`src/rtl/draft_pkg.sv`:
```
package draft_pkg;

    localparam int          WORD_W       = 32;
    localparam logic [31:0] OPC_MASK_DEF = 32'hC1F8_0000;

    typedef enum logic [1:0] {
        DUP_NONE = 2'b00,
        DUP_PART = 2'b01,
        DUP_FULL = 2'b10
    } dup_e;

    typedef struct packed {
        logic vld;
        logic rpt;
        logic tid;
        dup_e dup;
    } iss_ctl_t;

    // grade a pair from whole-word and opcode-field equality
    function automatic dup_e grade(input logic same_all, input logic same_opc);
        if (same_all)      return DUP_FULL;
        else if (same_opc) return DUP_PART;
        else               return DUP_NONE;
    endfunction

endpackage

```
`src/rtl/draft_dup_cmp.sv`:
```
module draft_dup_cmp
    import draft_pkg::*;
#(
    parameter int          W        = WORD_W,
    parameter logic [W-1:0] OPC_MASK = OPC_MASK_DEF
) (
    input  logic [W-1:0] lead_w,
    input  logic [W-1:0] cand_w,
    output dup_e         cls
);
    logic [W-1:0] diff;

    always_comb begin
        diff = lead_w ^ cand_w;
        cls  = grade(diff == '0, (diff & OPC_MASK) == '0);
    end
endmodule

```
`src/rtl/draft_rr_pick.sv`:
```
module draft_rr_pick (
    input  logic [1:0] rdy,
    input  logic       last_tid,
    output logic       pick_vld,
    output logic       pick_tid
);
    always_comb begin
        pick_vld = |rdy;
        unique case (rdy)
            2'b11:   pick_tid = ~last_tid;
            2'b10:   pick_tid = 1'b1;
            default: pick_tid = 1'b0;
        endcase
    end
endmodule

```
`src/rtl/draft_hold_reg.sv`:
```
module draft_hold_reg #(
    parameter int W = 32
) (
    input  logic         clk,
    input  logic         rst,
    input  logic         load,
    input  logic [W-1:0] d_word,
    input  logic         d_tid,
    output logic [W-1:0] q_word,
    output logic         q_tid
);
    always_ff @(posedge clk) begin
        if (rst) begin
            q_word <= '0;
            q_tid  <= 1'b0;
        end else if (load) begin
            q_word <= d_word;
            q_tid  <= d_tid;
        end
    end


    hold_keep_chk: assert property (@(posedge clk) disable iff (rst)
        !$past(load) |-> ($stable(q_word) && $stable(q_tid)));
endmodule

```
`src/rtl/draft_issue.sv`:
```
module draft_issue
    import draft_pkg::*;
#(
    parameter int          W        = WORD_W,
    parameter logic [W-1:0] OPC_MASK = OPC_MASK_DEF
) (
    input  logic         clk,
    input  logic         rst,
    input  logic         draft_en,
    input  logic         repeat_req,
    input  logic         diverge,
    input  logic [1:0]   thr_rdy,
    input  logic [W-1:0] thr0_word,
    input  logic [W-1:0] thr1_word,
    output logic         iss_vld,
    output logic         iss_rpt,
    output logic         iss_tid,
    output logic [W-1:0] iss_word,
    output logic [1:0]   iss_dup
);
    localparam int NTHR = 2;

    logic [W-1:0] words [NTHR];
    assign words[0] = thr0_word;
    assign words[1] = thr1_word;

    iss_ctl_t     ctl_q, ctl_d;
    logic [W-1:0] word_q, word_d;
    logic         last_tid_q;

    logic [W-1:0] hold_word;
    logic         hold_tid;
    logic         fol_tid;
    dup_e         cls;
    logic         lead_prev, take_rpt;
    logic         pick_vld, pick_tid;

    assign fol_tid   = ~hold_tid;
    assign lead_prev = ctl_q.vld & ~ctl_q.rpt;

    draft_dup_cmp #(.W(W), .OPC_MASK(OPC_MASK)) u_cmp (
        .lead_w (hold_word),
        .cand_w (words[fol_tid]),
        .cls    (cls)
    );

    draft_rr_pick u_pick (
        .rdy      (thr_rdy),
        .last_tid (last_tid_q),
        .pick_vld (pick_vld),
        .pick_tid (pick_tid)
    );

    always_comb begin
        take_rpt = draft_en & repeat_req & ~diverge & lead_prev
                 & thr_rdy[fol_tid] & (cls != DUP_NONE);
        if (take_rpt) begin
            ctl_d  = '{vld: 1'b1, rpt: 1'b1, tid: fol_tid, dup: cls};
            word_d = (cls == DUP_FULL) ? hold_word : words[fol_tid];
        end else begin
            ctl_d  = '{vld: pick_vld, rpt: 1'b0, tid: pick_tid, dup: DUP_NONE};
            word_d = pick_vld ? words[pick_tid] : '0;
        end
    end

    // holding register loads on leader (non-repeat) issues only
    draft_hold_reg #(.W(W)) u_hold (
        .clk    (clk),
        .rst    (rst),
        .load   (ctl_d.vld & ~ctl_d.rpt),
        .d_word (word_d),
        .d_tid  (ctl_d.tid),
        .q_word (hold_word),
        .q_tid  (hold_tid)
    );

    always_ff @(posedge clk) begin
        if (rst) begin
            ctl_q      <= '{vld: 1'b0, rpt: 1'b0, tid: 1'b0, dup: DUP_NONE};
            word_q     <= '0;
            last_tid_q <= 1'b1;
        end else begin
            ctl_q  <= ctl_d;
            word_q <= word_d;
            if (ctl_d.vld) last_tid_q <= ctl_d.tid;
        end
    end

    assign iss_vld  = ctl_q.vld;
    assign iss_rpt  = ctl_q.rpt;
    assign iss_tid  = ctl_q.tid;
    assign iss_word = word_q;
    assign iss_dup  = ctl_q.dup;


    reset_idle_chk: assert property (@(posedge clk)
        rst |=> (!iss_vld && iss_dup == 2'b00 && !iss_rpt));


    full_copy_chk: assert property (@(posedge clk) disable iff (rst)
        (iss_rpt && iss_dup == 2'b10) |->
            (iss_word == $past(iss_word) && iss_tid != $past(iss_tid)));


    partial_opc_chk: assert property (@(posedge clk) disable iff (rst)
        (iss_rpt && iss_dup == 2'b01) |->
            ((((iss_word ^ $past(iss_word)) & OPC_MASK) == '0)
             && iss_word != $past(iss_word)));


    diverge_stop_chk: assert property (@(posedge clk) disable iff (rst)
        $past(diverge) |-> !iss_rpt);


    draft_off_chk: assert property (@(posedge clk) disable iff (rst)
        !$past(draft_en) |-> !iss_rpt);


    lead_first_chk: assert property (@(posedge clk) disable iff (rst)
        iss_rpt |-> ($past(iss_vld) && !$past(iss_rpt)));


    class_on_follow_chk: assert property (@(posedge clk) disable iff (rst)
        !iss_rpt |-> iss_dup == 2'b00);
endmodule

```
`config.mk`:
```
export PLATFORM = sky130hd
export DESIGN_NAME = draft_issue
export DESIGN_NICKNAME = d
export VERILOG_FILES = /design/src/rtl/draft_pkg.sv /design/src/rtl/draft_dup_cmp.sv /design/src/rtl/draft_rr_pick.sv /design/src/rtl/draft_hold_reg.sv /design/src/rtl/draft_issue.sv
export SDC_FILE = /design/constraint.sdc
export NUM_CORES = 1
export LEC_CHECK = 0
export BUFFER_PORTS_ARGS = -buffer_cell sky130_fd_sc_hd__buf_4
export CAP_MARGIN = 5
export CELL_PAD_IN_SITES_DETAIL_PLACEMENT = 0
export CELL_PAD_IN_SITES_GLOBAL_PLACEMENT = 1
export CORE_MARGIN = 5
export CORE_UTILIZATION = 41
export DETAILED_ROUTE_END_ITERATION = 12
export PLACE_DENSITY_LB_ADDON = 0.1
export SYNTH_ARGS = -nofsm -noshare
export SYNTH_HDL_FRONTEND = slang
export SYNTH_SLANG_ARGS = --single-unit
```
`constraint.sdc`:
```
create_clock -name clk -period 4.75 [get_ports clk]
set_input_delay 0 -clock clk [delete_from_list [all_inputs] [get_ports clk]]
set_output_delay 0 -clock clk [all_outputs]
set_load 0.02 [all_outputs]
```
# After elaboration in Yosys (flattened, before gate mapping)
# Index checks and enable logic that the tools add are counted.
# word_totals
ff_bits	71
mem_bits_ro	0
out_inout_bits	37
ram_bits	0
latch_bits	0
n_memories	0
# classes
n_shift	0
mul	0
muxes	15
n_lt_le_gt_ge	3
n_reduce_logical	5
n_eq_ne	3
addsub	0
n_bitwise	16
n_div	0
# ops
operator	n
2-to-1 mux 32 bit	9
logical NOT 32 bit	2
XOR 32 bit	1
AND 1 bit	7
== test 2 bit (second input constant)	3
NOT 1 bit	6
2-to-1 mux 5 bit	1
greater-or-equal comparator 2 bit (second input constant)	2
NOT 1 -> 2 bit	2
OR reduction 2 bit	2
2-to-1 mux 1 bit	3
less-than comparator 1 x 2 -> 1 bit (second input constant)	1
2-to-1 mux 2 bit	1
case mux 1 bit (2 select lines)	1
nonzero test 2 bit	1

# Logic depth before layout (Yosys ltp)
# Gate-level depths: netlist of the first run.
# depth
depth_word	14
depth_mapped	9
mapped_depth_nobuf	6

# Modules after synthesis
# A second synthesis of the first run with hierarchy kept.
# hier_totals
hier_cells	545
area_unflattened_um2	4743.3
# by_module_without_submodules
mod	instances	cells_per_inst	area_per_inst_um2
draft_issue	1	391	3134.3
draft_hold_reg	1	107	1202.4
draft_dup_cmp	1	45	392.9
draft_rr_pick	1	2	13.8

# Worst setup path before layout of the first run
# No wires, ideal clock.
# synth_path
path_type	reg-to-reg
start	register u_hold.q_tid
end	register word_q[10] (netlist: iss_word[10])
arrival_time_ns	1.962
period_less_slack_ns	2.079
n_path_buf	2
slack_ns	2.671
stages_incl_launch_ff	9
required_time_ns	4.633
path_cell_list	dfxtp_1 > buf_6 > mux2i_1 > xnor2_1 > nor4_4 > nand3_2 > mux2_4 > buf_6 > a22o_1
# synth_between
elab_chain_cells	12
word_cells_on_any_way	18
cone_classes	eq/ne (1); mux (9); bitwise (5); reduce/logical (3)
# synth_lines
item	line	rtl
from (decl)	draft_hold_reg.sv:10	output logic q_tid
from (signal assigned)	draft_hold_reg.sv:18	q_tid <= d_tid;
NOT 1 bit	draft_issue.sv:38	assign fol_tid = ~hold_tid;
NOT 1 -> 2 bit (not written as such)	draft_issue.sv:43, draft_issue.sv:59	
2-to-1 mux 32 bit (not written as such) (3 in series)	draft_issue.sv:43, draft_issue.sv:59	
XOR 32 bit	draft_dup_cmp.sv:14	diff = lead_w ^ cand_w;
logical NOT 32 bit	draft_dup_cmp.sv:15	cls = grade(diff == '0, (diff & OPC_MASK) == '0);
2-to-1 mux 1 bit	draft_pkg.sv:22	else if (same_opc) return DUP_PART;
2-to-1 mux 2 bit	draft_pkg.sv:21	if (same_all) return DUP_FULL;
== test 2 bit / nonzero test 2 bit (equally long branches)	draft_issue.sv:59, draft_issue.sv:56	
2-to-1 mux 32 bit / AND 1 bit (equally long branches)	draft_issue.sv:59, draft_issue.sv:56	
2-to-1 mux 32 bit *	draft_issue.sv:57	if (take_rpt) begin
to (signal assigned)	draft_issue.sv:84	word_q <= word_d;
to (decl)	draft_issue.sv:28	logic [W-1:0] word_q, word_d;
# Mark *: on every way between the ends. The rest lies on a longest branch, timed or not. The select of a mux whose other input is x is not followed.
# A chain may end at the register's enable or synchronous reset.

# Final worst setup path of the first run
# layout_path
start	register u_hold.q_tid
end	register word_q[29] (netlist: iss_word[29])
# Same word-level chain as after synthesis.

==> results_tabular.tex, run 1 <==
\begin{tabular}{lr}
\hline
Metric & Value \\
\hline
\multicolumn{2}{l}{\textbf{Outcome}} \\
Run status & finished clean \\
\multicolumn{2}{l}{\textbf{Logic synthesis}} \\
Complex-gate fraction of the synthesized area & 0.1660 \\
Post-Synth Simple-Gate Area & 0.08763 \\
Leading area contributor after synthesis & sky130\_fd\_sc\_hd\_\_dfxtp\_1 \\
Share of flip-flops with an asynchronous set or reset after synthesis & 0 \\
Unique masters post-synth & 28 \\
Main combinational cell family by area after synthesis & multiplexers \\
Adder-cell share of the synthesized area & 0 \\
Primary FF master, synth & sky130\_fd\_sc\_hd\_\_dfxtp\_1 \\
Cell with the most instances after synthesis & sky130\_fd\_sc\_hd\_\_dfxtp\_1 \\
Synth top cells by count & sky130\_fd\_sc\_hd\_\_dfxtp\_1 (71), sky130\_fd\_sc\_hd\_\_mux2i\_1 (64), sky130\_fd\_sc\_hd\_\_nor2\_1 (38) \\
Synthesized instance count & 325 \\
Yosys synthesis warning count & 0 \\
Parity-gate share of the synthesized area counting xor and xnor cells & 0.08318 \\
Fraction of synthesized cell area taken by the top area cell type & 0.4218 \\
Portion of netlist area occupied by mux cells & 0.1987 \\
Average instance area after synthesis & 10.37 um2 \\
Fraction of the yosys area taken by sequential cells & 0.4218 \\
Biggest area contributors in the synthesized netlist & sky130\_fd\_sc\_hd\_\_dfxtp\_1 (42\%), sky130\_fd\_sc\_hd\_\_mux2i\_1 (19\%), sky130\_fd\_sc\_hd\_\_a22o\_1 (8.3\%) \\
Post-Synthesis Net Count & 396 \\
Number of flops mapped to enable cells by yosys & 0 \\
Area of the mapped netlist & 3369 um2 \\
Seq cells post-synth & 71 \\
\multicolumn{2}{l}{\textbf{Finish}} \\
End-of-flow core utilization & 0.6322 \\
Layout Area Growth over Synthesis & 51.84\% \\
Proportion of layout cells with a drive suffix above 1 & 0.2733 \\
Layout net count & 560 \\
Number of standard cells in the final layout excluding fillers & 599 \\
Count of fill cells added during filler insertion & between 700 and 800 \\
Post-route design area & around 5100 um2 \\
Number of inserted diodes & 0 \\
\multicolumn{2}{l}{\textbf{Global routing}} \\
Wire length of the first global-routing pass & 14,790 um \\
Most crowded layer after global routing & met2 \\
Via count of the first global-routing pass & approximately 2,900 \\
Antenna violations before repair & 0 \\
GR Util met1 & 0.2393 \\
Met2 GRT Util & 0.3084 \\
GRT Total Usage & 0.1852 \\
Final global-route overflow total & 0 \\
Fraction of met3 tracks used by global routing & 0.03668 \\
Maximum number of pins on one net before global-route repair & 39 \\
\multicolumn{2}{l}{\textbf{Floorplanning}} \\
CORE AREA & 8093 um2 \\
Height of the die & 100.7 um \\
Starting density of the core & 0.4164 \\
DIE AREA & 10,130 um2 \\
Chip Width & roughly 100 um \\
Row count & 33 \\
Top Ports & 108 \\
\multicolumn{2}{l}{\textbf{Worst setup path}} \\
Critical path fanouts, max & 32 \\
Critical Path Source Type & flip-flop \\
Data arrival time of the critical path & approximately 3.9 ns \\
Type of the setup path with the least slack & flip-flop to flip-flop \\
Reg-to-reg endpoint & iss\_word[29] \\
Worst R2R Setup Slack & 1.12 ns \\
Number of cell instances on the worst register-to-register path & 7 \\
Endpoint required time on the critical path & 5.04 ns \\
Worst setup EP type & flip-flop \\
Reg-to-Reg Start & u\_hold.q\_tid \\
\multicolumn{2}{l}{\textbf{Detailed routing}} \\
Antenna Violating Nets Remaining & 0 \\
Total wire length & 9143 um \\
\# DRC & 0 \\
Wire length per cell after detailed routing & approximately 15 um \\
Vias per cell & about 5.0 \\
Via count & 3,002 \\
Number of optimization iterations in the first detailed-route pass & 4 \\
Number of DRC markers in iteration 0 & 92 \\
\multicolumn{2}{l}{\textbf{Min path}} \\
Hold Path Stages & 3 \\
Class of the tightest hold or removal check & primary input to flip-flop \\
Start point of the worst hold path & thr0\_word[23] \\
Hold Path Sink & u\_hold.q\_word[23] \\
\multicolumn{2}{l}{\textbf{STA}} \\
Max-slew violation count & 0 \\
Slew of the pin with the lowest slew margin & 1.105 ns \\
Final setup margin & 1.119 ns \\
Worst hold margin & roughly 0.0062 ns \\
Worst slew margin relative to its limit & 0.2479 \\
Worst clock skew & 0.01361 ns \\
Unrepaired setup endpoints after global routing & false \\
Setup total negative slack & 0 ns \\
Final worst-path cycle share & 0.7645 \\
Max frequency & roughly 0.28 GHz \\
Endpoints failing hold & 0 \\
Time the worst path needs with I/O delays and setup & approximately 3.6 ns \\
\# setup viols final & 0 \\
\multicolumn{2}{l}{\textbf{Clocking}} \\
TritonCTS buffer count & 9 \\
Post-CTS Setup Repair Bufs & 0 \\
CTS Sinks & 71 \\
Clock latency at the later pin of the worst-skew pair & 0.35 ns \\
Maximum count of clock buffers along a single path & 2 \\
Cell at the root of the clock tree & sky130\_fd\_sc\_hd\_\_clkbuf\_8 \\
Total number of H-tree levels & 3 \\
TritonCTS clock tree & yes \\
Post-CTS clock slew at the launch and capture registers of the worst setup and hold paths & 0.09 ns \\
\multicolumn{2}{l}{\textbf{Pwr}} \\
Static Leak & 2.189 nW \\
Fraction of power consumed by sequential logic & 0.423 \\
Switching share of power & 0.2775 \\
Internal power & $\sim$1.1 mW \\
Highest ir drop seen on vdd & 0.0001472 V \\
NetSw & 0.4370 mW \\
Combinational Power Share & 0.235 \\
Total power after layout & 1.575 mW \\
Power per cell area & around 310 nW/um2 \\
Relative contribution of the clock network to total power & 0.342 \\
\multicolumn{2}{l}{\textbf{Placed design}} \\
Worst setup slack after placement & 1.616 ns \\
Total placed instance area & $\sim$4200 um2 \\
Number of instances in the placed design & 517 \\
Final RePlAce weighted congestion & 0.7639 \\
Detailed placement HPWL & 5868 um \\
Count of buffers inserted at the top-level ports & 107 \\
\multicolumn{2}{l}{\textbf{Run}} \\
Number of maximum-capacitance constraint violations & 0 \\
\hline
\end{tabular}
==> worst max path at each step <==
stage,start,endpoint,slack (ns),depth (start not counted)
final,u_hold.q_tid,iss_word[29],1.12,7
after global routing,u_hold.q_tid,iss_word[29],0.84,7
after CTS,u_hold.q_tid,iss_word[3],1.05,7
after detailed placement,u_hold.q_tid,iss_word[1],1.62,6
after global placement,u_hold.q_tid,iss_word[31],1.70,6
after floorplan,u_hold.q_tid,iss_word[10],2.67,8
==> repair_timing <==
item / in CTS / in global routing
setup endpoints to repair: 0 / 0
hold buffers: 66 / 0
resized for setup: 0 / 0
endpoints found under the hold margin: 33 / 0
==> flip-flops by register name, indices dropped and copies added, names as in the netlist <==
name	flops
u_hold.q_tid	1
iss_tid	1
iss_rpt	1
iss_vld	1
iss_dup	2
u_hold.q_word	32
last_tid_q	1
iss_word	32
==> metal layers <==
| metal | part of all wire | up-vias |
|---|---|---|
| li1 | - | 1524 |
| met4 | 0.010 | 0 |
| met2 | 0.49 | 66 |
| met5 | 0 | - |
| met1 | 0.45 | 1403 |
| met3 | 0.050 | 9 |
==> critical path, stage by stage, from the launching register on <==
cell and delay (ns):
sky130_fd_sc_hd__dfxtp_2 0.63, sky130_fd_sc_hd__mux2i_1 0.26, sky130_fd_sc_hd__xnor2_1 0.14, sky130_fd_sc_hd__nor4_4 0.49
sky130_fd_sc_hd__nand3_2 0.29, sky130_fd_sc_hd__mux2i_4 0.94, sky130_fd_sc_hd__a22o_1 0.28, sky130_fd_sc_hd__dlygate4sd3_1 0.54
==> power by group through the flow <==
| stage | registers [mW] | logic [mW] | clock network, mW |
|---|---|---|---|
| global route | 0.671 | 0.401 | 0.577 |
| detailed placement | 0.680 | 0.321 | 0 |
| CTS | 0.666 | 0.372 | 0.551 |
| global placement | 0.679 | 0.319 | 0 |
| finish | 0.666 | 0.370 | 0.538 |
| floorplan | 0.701 | 0.172 | 0 |
==> cells by family after synthesis <==
family,Yosys count
muxes,66
DFF,71
and+or+nand+nor,59
AOI/OAI and AO/OA,71
buffers and inverters,26
xor gates and xnor gates,32
==> cell type report <==
| class | instances | area (um2) | area share |
|---|---|---|---|
| repair buffers | 177 | 1494 | 0.2920 |
| clock buffers | 9 | 123.9 | 0.02421 |
| inverters | 2 | 7.507 | 0.001467 |
| clock inverters | 7 | 97.59 | 0.01908 |
| well taps | 105 | 131.4 | 0.02568 |
| multi-input cells | 228 | 1839 | 0.3595 |
| flip-flops and latches | 71 | 1423 | 0.2781 |
==> cell usage in the layout, fill, tap and decap left out, types with 2 or more instances in the layout <==
master	instances
sky130_fd_sc_hd__a211oi_1	32
sky130_fd_sc_hd__a22o_1	32
sky130_fd_sc_hd__and2_1	2
sky130_fd_sc_hd__buf_4	111
sky130_fd_sc_hd__bufinv_16	2
sky130_fd_sc_hd__clkbuf_8	9
sky130_fd_sc_hd__clkinv_4	2
sky130_fd_sc_hd__clkinvlp_4	2
sky130_fd_sc_hd__dfxtp_1	70
sky130_fd_sc_hd__dlygate4sd3_1	66
sky130_fd_sc_hd__inv_1	2
sky130_fd_sc_hd__mux2i_1	64
sky130_fd_sc_hd__nand2_1	4
sky130_fd_sc_hd__nand4_1	2
sky130_fd_sc_hd__nor2_1	38
sky130_fd_sc_hd__nor3_1	2
sky130_fd_sc_hd__nor4_1	6
sky130_fd_sc_hd__nor4_4	2
sky130_fd_sc_hd__o21ai_0	2
sky130_fd_sc_hd__xnor2_1	32
(Power assumes the default switching activity.)
==> inputs of run 2 (changes only) <==
--- a/config.mk
+++ b/config.mk
@@ -5,12 +5,13 @@
 export SDC_FILE = /design/constraint.sdc
 export NUM_CORES = 1
 export LEC_CHECK = 0
+export ABC_AREA = 1
 export BUFFER_PORTS_ARGS = -buffer_cell sky130_fd_sc_hd__buf_4
 export CAP_MARGIN = 5
 export CELL_PAD_IN_SITES_DETAIL_PLACEMENT = 0
 export CELL_PAD_IN_SITES_GLOBAL_PLACEMENT = 1
 export CORE_MARGIN = 5
-export CORE_UTILIZATION = 41
+export CORE_UTILIZATION = 36
 export DETAILED_ROUTE_END_ITERATION = 12
 export PLACE_DENSITY_LB_ADDON = 0.1
 export SYNTH_ARGS = -nofsm -noshare
==> constraint.sdc (replaced) <==
create_clock -name clk -period 3.6 [get_ports clk]
set_input_delay 0 -clock clk [delete_from_list [all_inputs] [get_ports clk]]
set_output_delay 0 -clock clk [all_outputs]
set_load 0.02 [all_outputs]
==> results_tabular.tex, run 2 <==
\begin{tabular}{lr}
\hline
Metric & Value \\
\hline
\multicolumn{2}{l}{\textbf{Logic synthesis}} \\
Synth top cells by count & sky130\_fd\_sc\_hd\_\_nand2\_1 (220), sky130\_fd\_sc\_hd\_\_inv\_1 (93), sky130\_fd\_sc\_hd\_\_dfxtp\_1 (71) \\
Fraction of the yosys area taken by sequential cells & 0.3463 (-0.07549) \\
Cell with the most instances after synthesis & sky130\_fd\_sc\_hd\_\_nand2\_1 \\
Yosys synthesis warning count & 0 (unchanged) \\
Share of flip-flops with an asynchronous set or reset after synthesis & 0 (unchanged) \\
Biggest area contributors in the synthesized netlist & sky130\_fd\_sc\_hd\_\_dfxtp\_1 (35\%), sky130\_fd\_sc\_hd\_\_nand2\_1 (20\%), sky130\_fd\_sc\_hd\_\_inv\_1 (8.5\%) \\
Primary FF master, synth & sky130\_fd\_sc\_hd\_\_dfxtp\_1 \\
Number of flops mapped to enable cells by yosys & 0 (unchanged) \\
Fraction of synthesized cell area taken by the top area cell type & 0.3463 (-0.07549) \\
Post-Synthesis Net Count & 729 (+84\%) \\
Synthesized instance count & 658 (+100\%) \\
Seq cells post-synth & 71 (unchanged) \\
Leading area contributor after synthesis & sky130\_fd\_sc\_hd\_\_dfxtp\_1 \\
Average instance area after synthesis & 6.237 um2 (-40\%) \\
Area of the mapped netlist & 4104 um2 (+22\%) \\
Unique masters post-synth & 24 (-14\%) \\
\multicolumn{2}{l}{\textbf{Finish}} \\
Multi-input logic area & 2141 um2 (+16\%) \\
Reg area & 1423 um2 (unchanged) \\
Number of inserted diodes & 0 (unchanged) \\
Layout Area Growth over Synthesis & 29.24\% \\
Layout net count & 817 (+46\%) \\
Commonest non-fill, non-tap cell in the layout & sky130\_fd\_sc\_hd\_\_nand2\_1 \\
Count of fill cells added during filler insertion & 1,213 (+70\%) \\
Commonest cells after routing, fill and taps aside & sky130\_fd\_sc\_hd\_\_nand2\_1 (219), sky130\_fd\_sc\_hd\_\_buf\_4 (114), sky130\_fd\_sc\_hd\_\_inv\_1 (91) \\
Proportion of layout cells with a drive suffix above 1 & 0.1853 (-0.08795) \\
End-of-flow core utilization & 0.4705 (-0.1617) \\
Post-route design area & 5304 um2 (+3.7\%) \\
\multicolumn{2}{l}{\textbf{STA}} \\
Final setup margin & 0.8445 ns (-0.2743 ns) \\
Worst slew margin relative to its limit & 0.2739 (+0.02599) \\
Unrepaired setup endpoints after global routing & false \\
Worst clock skew & 0.01020 ns (-0.003405 ns) \\
Setup total negative slack & 0 ns (unchanged) \\
\# setup viols final & 0 (unchanged) \\
Max frequency & 0.3629 GHz (+32\%) \\
Endpoints failing hold & 0 (unchanged) \\
Max-slew violation count & 0 (unchanged) \\
Time the worst path needs with I/O delays and setup & 2.756 ns (-0.8757 ns) \\
Final worst-path cycle share & 0.7654 (+0.0009627) \\
Slew of the pin with the lowest slew margin & 1.085 ns (-0.01923 ns) \\
\multicolumn{2}{l}{\textbf{Global routing}} \\
Maximum number of pins on one net before global-route repair & 63 (+62\%) \\
Via count of the first global-routing pass & 4,274 (+46\%) \\
Final global-route overflow total & 0 (unchanged) \\
Antenna violations before repair & 0 (unchanged) \\
Wire length of the first global-routing pass & 20,500 um (+39\%) \\
GRT Total Usage & 0.1888 (+0.003650) \\
\multicolumn{2}{l}{\textbf{Outcome}} \\
Run status & finished clean \\
\multicolumn{2}{l}{\textbf{Clocking}} \\
Maximum count of clock buffers along a single path & 2 (unchanged) \\
Clock latency at the later pin of the worst-skew pair & 0.32 ns (-0.03 ns) \\
Post-CTS Setup Repair Bufs & 0 (unchanged) \\
Total number of H-tree levels & 3 (unchanged) \\
CTS Sinks & 71 (unchanged) \\
TritonCTS clock tree & yes \\
TritonCTS buffer count & 9 (unchanged) \\
Post-CTS clock slew at the launch and capture registers of the worst setup and hold paths & 0.06 ns (-0.03 ns) \\
Cell at the root of the clock tree & sky130\_fd\_sc\_hd\_\_clkbuf\_16 \\
\multicolumn{2}{l}{\textbf{Floorplanning}} \\
Height of the die & 116.8 um (+16\%) \\
Row count & 39 (+18\%) \\
Top Ports & 108 (unchanged) \\
Chip Width & 116.8 um (+16\%) \\
CORE AREA & 11,270 um2 (+39\%) \\
Starting density of the core & 0.3641 (-0.05228) \\
DIE AREA & 13,640 um2 (+35\%) \\
\multicolumn{2}{l}{\textbf{Pwr}} \\
Highest ir drop seen on vdd & 0.0001842 V (+25\%) \\
Combinational Power Share & 0.205 (-0.030) \\
Fraction of power consumed by sequential logic & 0.380 (-0.043) \\
Static Leak & 2.732 nW (+25\%) \\
NetSw & 0.6456 mW (+48\%) \\
Power per cell area & 434.1 nW/um2 (+41\%) \\
Switching share of power & 0.2804 (+0.002936) \\
Internal power & 1.657 mW (+46\%) \\
Relative contribution of the clock network to total power & 0.415 (+0.073) \\
\multicolumn{2}{l}{\textbf{Placed design}} \\
Total placed instance area & 4971 um2 (+17\%) \\
Worst setup slack after placement & 0.8548 ns (-0.7609 ns) \\
Detailed placement HPWL & 8384 um (+43\%) \\
Final RePlAce weighted congestion & 0.7552 (-1.1\%) \\
Count of buffers inserted at the top-level ports & 107 (unchanged) \\
\multicolumn{2}{l}{\textbf{Run}} \\
Number of maximum-capacitance constraint violations & 0 (unchanged) \\
\multicolumn{2}{l}{\textbf{Worst setup path}} \\
Reg-to-Reg Start & u\_hold.q\_tid \\
Worst R2R Setup Slack & 0.84 ns (-0.27 ns) \\
Slowest cell on the critical path & sky130\_fd\_sc\_hd\_\_dfxtp\_2 \\
Endpoint required time on the critical path & 3.86 ns (-1.18 ns) \\
Startpoint of the worst setup timing path & u\_hold.q\_tid \\
Critical Path Source Type & flip-flop \\
Critical path fanouts, max & 34 (+6.3\%) \\
Number of cell instances on the worst register-to-register path & 12 (+5) \\
Data arrival time of the critical path & 3.01 ns (-0.91 ns) \\
Slowest stage delay, CP & 0.76 ns (-0.18 ns) \\
Cell with the most instances on the worst path & sky130\_fd\_sc\_hd\_\_nand2\_1 \\
Crit path cell chain & buf\_4, nand2\_1, nand3\_1, nand2\_1, inv\_1, nand2\_1, nor2\_2, buf\_4, nand4\_4, inv\_1, nand2\_1, nand2\_1 \\
Reg-to-reg endpoint & iss\_word[4] \\
Worst setup EP type & flip-flop \\
Type of the setup path with the least slack & flip-flop to flip-flop \\
\multicolumn{2}{l}{\textbf{Detailed routing}} \\
Wire length per cell after detailed routing & 14.04 um (-8.0\%) \\
Antenna Violating Nets Remaining & 0 (unchanged) \\
Via count & 4,383 (+46\%) \\
Vias per cell & 4.908 (-2.1\%) \\
\# DRC & 0 (unchanged) \\
Number of DRC markers in iteration 0 & 263 (+190\%) \\
Total wire length & 12,530 um (+37\%) \\
Number of optimization iterations in the first detailed-route pass & 5 (+1) \\
\multicolumn{2}{l}{\textbf{Min path}} \\
Hold Path Sink & iss\_word[30] \\
Start point of the worst hold path & thr1\_word[30] \\
Hold Path Stages & 5 (+2) \\
Class of the tightest hold or removal check & primary input to flip-flop \\
\hline
\end{tabular}
-- run 2: cell types whose count changed after synthesis, moves of 32 or more --
cell / before / now
sky130_fd_sc_hd__a211oi_1: 32 / 0
sky130_fd_sc_hd__a22o_1: 32 / 0
sky130_fd_sc_hd__inv_1: 2 / 93
sky130_fd_sc_hd__mux2i_1: 64 / 0
sky130_fd_sc_hd__nand2_1: 4 / 220
sky130_fd_sc_hd__nand3_1: 0 / 41
sky130_fd_sc_hd__o21ai_0: 2 / 56
-- run 2: final cells by class --
class | instances | area share
clock buffers | 11 | 0.04577
clock inverters | 4 | 0.01321
inverters | 94 | 0.06653
multi-input cells | 453 | 0.4036
flip-flops and latches | 71 | 0.2682
well taps | 143 | 0.03373
repair buffers | 117 | 0.1689
-- run 2: power groups by stage --
stage	Combinational [mW]	Clock, mW	Sequential [mW]
after floorplan	0.275	0	0.911
after global placement	0.469	0	0.890
after detailed placement	0.473	0	0.891
after CTS	0.477	0.978	0.875
after global routing	0.538	1.02	0.880
final	0.472	0.956	0.874
-- run 2: worst max-delay path by stage --
stage | to | slack, ns | depth (start not counted)
after floorplan | u_hold.q_tid | 1.88 | 10
after global placement | iss_word[26] | 0.88 | 12
after detailed placement | iss_word[26] | 0.85 | 12
after CTS | iss_word[4] | 0.83 | 12
after global routing | iss_word[4] | 0.54 | 12
final | iss_word[4] | 0.84 | 12
-- run 2: kinds of logic after synthesis --
logic type / after synthesis / synth area share
AND/OR/NAND/NOR: 352 / 0.3832
buffers and inverters: 134 / 0.1338
AO/OA/AOI/OAI: 93 / 0.1195
flip-flops: 71 / 0.3463
XOR/XNOR: 8 / 0.01707
-- run 2: metal layers --
metal  up-vias  global-route usage  wire (um)
met2       123              0.3341       6072
met4         0             0.04358         85
met3        10             0.02931        761
met1      1983              0.2422       5615
met5         -                   0          0
li1       2267                   -          -
-- run 2: critical path: cells and delay by family, from the launching register on --
| kind | cells | cell delay (ns) |
|---|---|---|
| flops | 1 | 0.76 |
| simple gates | 8 | 0.91 |
| buf+inv | 4 | 0.99 |
-- run 2: per-stage QoR --
step                      total power, mW  instances  hold slack (ns)
after floorplan                     1.186        658           0.1468
after global placement              1.359        876           0.2918
after detailed placement            1.364        876           0.2967
after CTS                           2.329        893          0.03121
after global routing                2.435        893          0.06197
final                               2.302        893          0.03613
-- run 2: repair_timing --
action	4_1_cts	5_1_grt
endpoints found under the hold margin	1	0
resized for setup	0	0
hold buffers	2	0
